## config.mk

```make
export PLATFORM = sky130hd
export DESIGN_NAME = vid_irq_ctrl
export DESIGN_NICKNAME = d
export VERILOG_FILES = /design/src/rtl/vid_irq_pkg.sv /design/src/rtl/vid_irq_flag.sv /design/src/rtl/vid_irq_ack_sel.sv /design/src/rtl/vid_irq_req.sv /design/src/rtl/vid_irq_ctrl.sv
export SDC_FILE = /design/constraint.sdc
export NUM_CORES = 1
export LEC_CHECK = 0
export BUFFER_PORTS_ARGS = -buffer_cell sky130_fd_sc_hd__buf_2
export CAP_MARGIN = 15
export CORE_AREA = 10 10 47 49
export CTS_CLUSTER_DIAMETER = 120
export DETAILED_ROUTE_END_ITERATION = 8
export DIE_AREA = 0 0 57 59
export PLACE_DENSITY = 0.33
export SYNTH_ARGS = -nofsm -noshare
export SYNTH_HDL_FRONTEND = slang
export SYNTH_SLANG_ARGS = --single-unit
```

## constraint.sdc

```tcl
create_clock -name clk -period 0.8 [get_ports clk]
set_input_delay 0.12 -clock clk [delete_from_list [all_inputs] [get_ports clk]]
set_output_delay 0.12 -clock clk [all_outputs]
set_load 0.1 [all_outputs]
```

## src/rtl/vid_irq_pkg.sv

```systemverilog
package vid_irq_pkg;
  // Source index doubles as priority rank: lower index wins.
  localparam int unsigned SRC_VERT = 0;
  localparam int unsigned SRC_HORZ = 1;
  localparam int unsigned NUM_SRC  = 2;

  typedef struct packed {
    logic set;
    logic clr;
  } flag_ctl_t;
endpackage

```

## src/rtl/vid_irq_flag.sv

```systemverilog
module vid_irq_flag (
  input  logic clk,
  input  logic rst,
  input  logic set_i,
  input  logic clr_i,
  output logic pend_o
);
  // Set has precedence over a clear in the same cycle.
  always_ff @(posedge clk) begin
    if (rst)        pend_o <= 1'b0;
    else if (set_i) pend_o <= 1'b1;
    else if (clr_i) pend_o <= 1'b0;
  end
endmodule

```

## src/rtl/vid_irq_ack_sel.sv

```systemverilog
module vid_irq_ack_sel #(
  parameter int unsigned NSRC = 2
) (
  input  logic            ack_i,
  input  logic            mode5_i,
  input  logic [NSRC-1:0] pend_i,
  input  logic [NSRC-1:0] en_i,
  output logic [NSRC-1:0] clr_o
);
  logic [NSRC-1:0] live;
  logic [NSRC:0]   taken;

  assign live     = pend_i & en_i;
  assign taken[0] = 1'b0;

  // Clear the first live source in rank order; nothing outside mode 5.
  for (genvar g = 0; g < NSRC; g++) begin : g_rank
    assign clr_o[g]   = ack_i & mode5_i & live[g] & ~taken[g];
    assign taken[g+1] = taken[g] | live[g];
  end
endmodule

```

## src/rtl/vid_irq_req.sv

```systemverilog
module vid_irq_req #(
  parameter int unsigned NSRC = 2
) (
  input  logic            clk,
  input  logic            rst,
  input  logic [NSRC-1:0] pend_i,
  input  logic [NSRC-1:0] en_i,
  output logic [NSRC-1:0] req_o
);
  logic [NSRC-1:0] live;
  logic [NSRC:0]   above;
  logic [NSRC-1:0] req_d;

  assign live     = pend_i & en_i;
  assign above[0] = 1'b0;

  for (genvar g = 0; g < NSRC; g++) begin : g_pri
    assign req_d[g]   = live[g] & ~above[g];
    assign above[g+1] = above[g] | live[g];
  end

  always_ff @(posedge clk) begin
    if (rst) req_o <= '0;
    else     req_o <= req_d;
  end
endmodule

```

## src/rtl/vid_irq_ctrl.sv

```systemverilog
module vid_irq_ctrl
  import vid_irq_pkg::*;
(
  input  logic clk,
  input  logic rst,
  input  logic vert_set_i,
  input  logic horz_set_i,
  input  logic vert_en_i,
  input  logic horz_en_i,
  input  logic mode5_i,
  input  logic ack_i,
  output logic irq_vert_o,
  output logic irq_horz_o
);
  logic [NUM_SRC-1:0] set_v, en_v, clr_v, pend_q, req_q;
  flag_ctl_t          ctl [NUM_SRC];

  assign set_v[SRC_VERT] = vert_set_i;
  assign set_v[SRC_HORZ] = horz_set_i;
  assign en_v[SRC_VERT]  = vert_en_i;
  assign en_v[SRC_HORZ]  = horz_en_i;

  vid_irq_ack_sel #(.NSRC(NUM_SRC)) i_ack (
    .ack_i   (ack_i),
    .mode5_i (mode5_i),
    .pend_i  (pend_q),
    .en_i    (en_v),
    .clr_o   (clr_v)
  );

  for (genvar g = 0; g < NUM_SRC; g++) begin : g_flag
    assign ctl[g].set = set_v[g];
    assign ctl[g].clr = clr_v[g];
    vid_irq_flag i_flag (
      .clk    (clk),
      .rst    (rst),
      .set_i  (ctl[g].set),
      .clr_i  (ctl[g].clr),
      .pend_o (pend_q[g])
    );
  end

  vid_irq_req #(.NSRC(NUM_SRC)) i_req (
    .clk    (clk),
    .rst    (rst),
    .pend_i (pend_q),
    .en_i   (en_v),
    .req_o  (req_q)
  );

  assign irq_vert_o = req_q[SRC_VERT];
  assign irq_horz_o = req_q[SRC_HORZ];
endmodule

```

==> Word-level counts from Yosys, hierarchy flattened <==
Cells that the tools add are included.
{ "totals": {"reg_bits": 4, "latchBits": 0, "mem_bits_rw": 0, "rom_bits": 0, "in_bits": 8, "wordCells": 16, "mem_count": 0} }
{ "classes": {"addsub": 0, "mul": 0, "div_mod_pow": 0, "order_cmp": 0, "n_eq_ne": 0, "shifts": 0, "n_mux": 4, "bitwise": 7, "reduce_logical": 2} }
{ "op_table": {"columns": ["operator", "n"], "rows": [
  ["bitwise AND 1 bit", 5],
  ["two-way mux 1 bit", 4],
  ["nonzero test 2 bit", 2],
  ["bitwise AND 2 bit", 1],
  ["inverter 1 bit", 1]
]} }

==> Logic depth before layout (Yosys ltp) <==
{ "logic_depth": {"ltp_word": 5, "depth_mapped": 2, "depth_no_buf": 2} }

==> Cells and area by module <==
From an unflattened synthesis, not the netlist that was laid out.
{ "unflattened": {"cells_unflattened": 16, "hier_area_um2": 156.4} }
{ "modules_own_cells": {"columns": ["mod", "n_inst", "cells_per_inst", "area_per_inst_um2", "seq_area_each_um2"], "rows": [
  ["vid_irq_flag", 2, 4, 38.8, 20.0],
  ["vid_irq_req", 1, 5, 57.6, 40.0],
  ["vid_irq_ack_sel", 1, 3, 21.3, 0.0]
]} }

==> Least setup slack after synthesis <==
OpenSTA, ideal clock, no wires.
{ "synth_path": {"path_kind": "flip-flop to output port", "from": "register i_req.req_o[1]", "to": "output port irq_horz_o", "arrival_time_ns": 0.909, "required_time_ns": 0.680, "slack_ns": -0.229, "path_stages_with_launch": 1, "n_path_buf": 0, "path_cell_list": "dfxtp_1"} }
{ "synth_rtl": {"columns": ["element", "line_no", "rtl"], "rows": [
  ["from (decl)", "vid_irq_req.sv:8", "output logic [NSRC-1:0] req_o"],
  ["from (signal assigned)", "vid_irq_req.sv:24", "else req_o <= req_d;"],
  ["to (decl)", "vid_irq_ctrl.sv:13", "output logic irq_horz_o"]
]} }
No word-level cell between the ends.

==> Final worst setup path <==
{ "layout_path": {"from": "register i_req.req_o[0]", "to": "output port irq_vert_o"} }
{ "layout_rtl": {"columns": ["element", "line_no", "rtl"], "rows": [
  ["to (decl)", "vid_irq_ctrl.sv:12", "output logic irq_vert_o,"]
]} }
No word-level cell between the ends.

==> results.cfg <==
[yosys]
ys_types = 8
syn_avg_cell_area_sq_um = 11.8
ys_warn_count = 0
yosysMostFrequentCell = dfxtp_1
yosysTopAreaCell = dfxtp_1
synth_edf_count = 0
seq_area_frac_synth_pct = 52.0
syn_inst = 13
synth_nets = 21
synth_area_leaders = dfxtp_1 52%, and4b_1 13%, a41oi_2 11%
ys_ff_latch = 4
netlist.area_leader.share_pct = 52.0
synth_ff_type = dfxtp_1
synthTopCellsByCount = 4 x dfxtp_1, 2 x and4b_1, 2 x nor2_1
async_reset_ff_share_pct = 0
syn_area_sq_um = 154

[clocking]
clock_latency_ps = 230
cts_tree = built
cts_buffers = 3
cts_resized = 0
cts-htree-levels = 1
ctsHoldBuffers = 0
cts_sinks = 4
clockRootBuffer = clkbuf_4
cts_setup_buffers = 0
cts_buffer_depth = 2
cts.clk_slew.worst_paths_ps = 40

[floorplanning]
design.portCount = 10
start_util_pct = 11.0
die_w_um = 57
fp.dieH_um = 59
rows = 14
core_area_sq_um = 1400
die-area_sq_um = 3360

[detailed_routing]
wl_met1_um = 173
drtAntennaViolNets = 0
wl_met3_um = 126
dr.pass1.iters = 2
via_count = 152
routedWlPerCell_um = 10.3
wl_um = 424
avgViaCountPerCell = 3.71
drc = 0
maxUsedRoutingLayer = met3
met2_length_um = 125
first_iter_violations = 1

[global_route]
grt_util_all_layers_pct = 3.36
grt_start_max_net_pins = 5
antenna_found_initial = 0
grt_pass1_wl_um = 759
grt_remaining_overflow = 0
grt_pass1_vias = 172

[sta]
setup_viol = 2
rsz0062_at_grt = true
min_period_ps = 855
fmax_mhz = 1170
fin_crit_sh_pct = 107
tightest_slew_ps = 144
slew-limit-headroom_pct = 90.3
hold_violations = 0
finalClockSkew_ps = 0.547
slew_viol_final = 0
worst_slack_ps = -54.9

[critical_path]
cp_max_fo = 1
worstPathCellList = buf_12
path_class = register to output pin
critPathCaptureType = output pin
crit_path_max_incr_delay_ps = 330
crit_buf_inv = 1
crit_family = flip-flops
critPathLaunchType = register
cp_slowest_cell = dfxtp_2
critPathRequiredTime_ps = 680
critPathArrivalTime_ps = 730

[finish]
diodes = 0
fin_nets = 35
finish.utilization_pct = 19.6
fill_cells = 167
drive_gt1_share_pct = 64.0
area_growth_pct = 78.0

[pwr]
powerDensity_nw_per_um2 = 2000
power.total_uw = 549
peakVddDrop_uv = 1040
leakagePower_uw = 0.000125

[placed_design]
place.gp.congestion = 0.571
io_buffers = 9

[run_status]
outcome = complete, but fails checks
violations = setup timing

[worst_hold_path]
min_path_type = primary input to register

[flow_run]
max-cap-violations = 0
[cell families (layout without fill, tap and decap cells)]
kind of cell / count (synthesis) / after routing / synth area share, %
compound gates: 2 / 2 / 15.5
flops: 4 / 4 / 52.0
buf+inv: 0 / 12 / 0
simple gates: 7 / 7 / 32.5
[layout make-up]
cell class,instances,area [sq um],area share (%)
Clock buffer,3,22.5,8.22
Multi-Input combinational cell,9,73.8,26.9
Sequential cell,4,82.6,30.1
Tap cell,16,20.0,7.31
Timing Repair Buffer,9,75.1,27.4
[layer usage]
metal / track usage [%] / vias to the layer above
met4: 2.01 / 0
li1: - / 75
met3: 6.65 / 0
met2: 3.10 / 14
met5: 0 / -
met1: 2.48 / 63
[metrics by stage]
stage,cells,TNS [ps],setup slack [ps],cell area (sq um),hold slack [ps]
CTS,41,-130,-67.5,274,89.5
finish,41,-106,-54.9,274,94.5
global route,41,-170,-92.5,274,81.2
global placement,38,0,95.7,251,335
floorplan,13,0,54.2,156,185
detailed placement,38,0,82.5,251,337
[placed cells by master, fill, tap and decap left out]
| cell | instances |
|---|---|
| a41oi_2 | 1 |
| and3b_1 | 1 |
| and4b_1 | 2 |
| buf_12 | 2 |
| buf_2 | 7 |
| clkbuf_4 | 3 |
| dfxtp_1 | 2 |
| dfxtp_2 | 2 |
| nand2_1 | 1 |
| nor2_1 | 2 |
| nor3_2 | 1 |
| o21bai_1 | 1 |
[power breakdown]
group	switching [uW]	internal [uW]	total [uW]
sequential	7.74	213	221
combinational	45.5	37.9	83.5
clock	77.5	167	245
total	131	418	549
[worst paths after layout]
| path | startpoint | endpoint | slack, ps | cells past startpoint |
|---|---|---|---|---|
| hold / removal | rst | i_req.req_o[0] | 90 | 2 |
| setup / recovery | i_req.req_o[0] | irq_vert_o | -50 | 1 |
| setup reg to reg | g_flag[0].i_flag.pend_o | i_req.req_o[1] | 90 | 2 |
| hold reg to reg | g_flag[1].i_flag.pend_o | g_flag[1].i_flag.pend_o | 490 | 1 |
[state kept, by name, indices dropped and copies added (netlist names)]
signal                count
g_flag.i_flag.pend_o      2
i_req.req_o               2
Note: power is estimated with default switching activity, not from simulation.
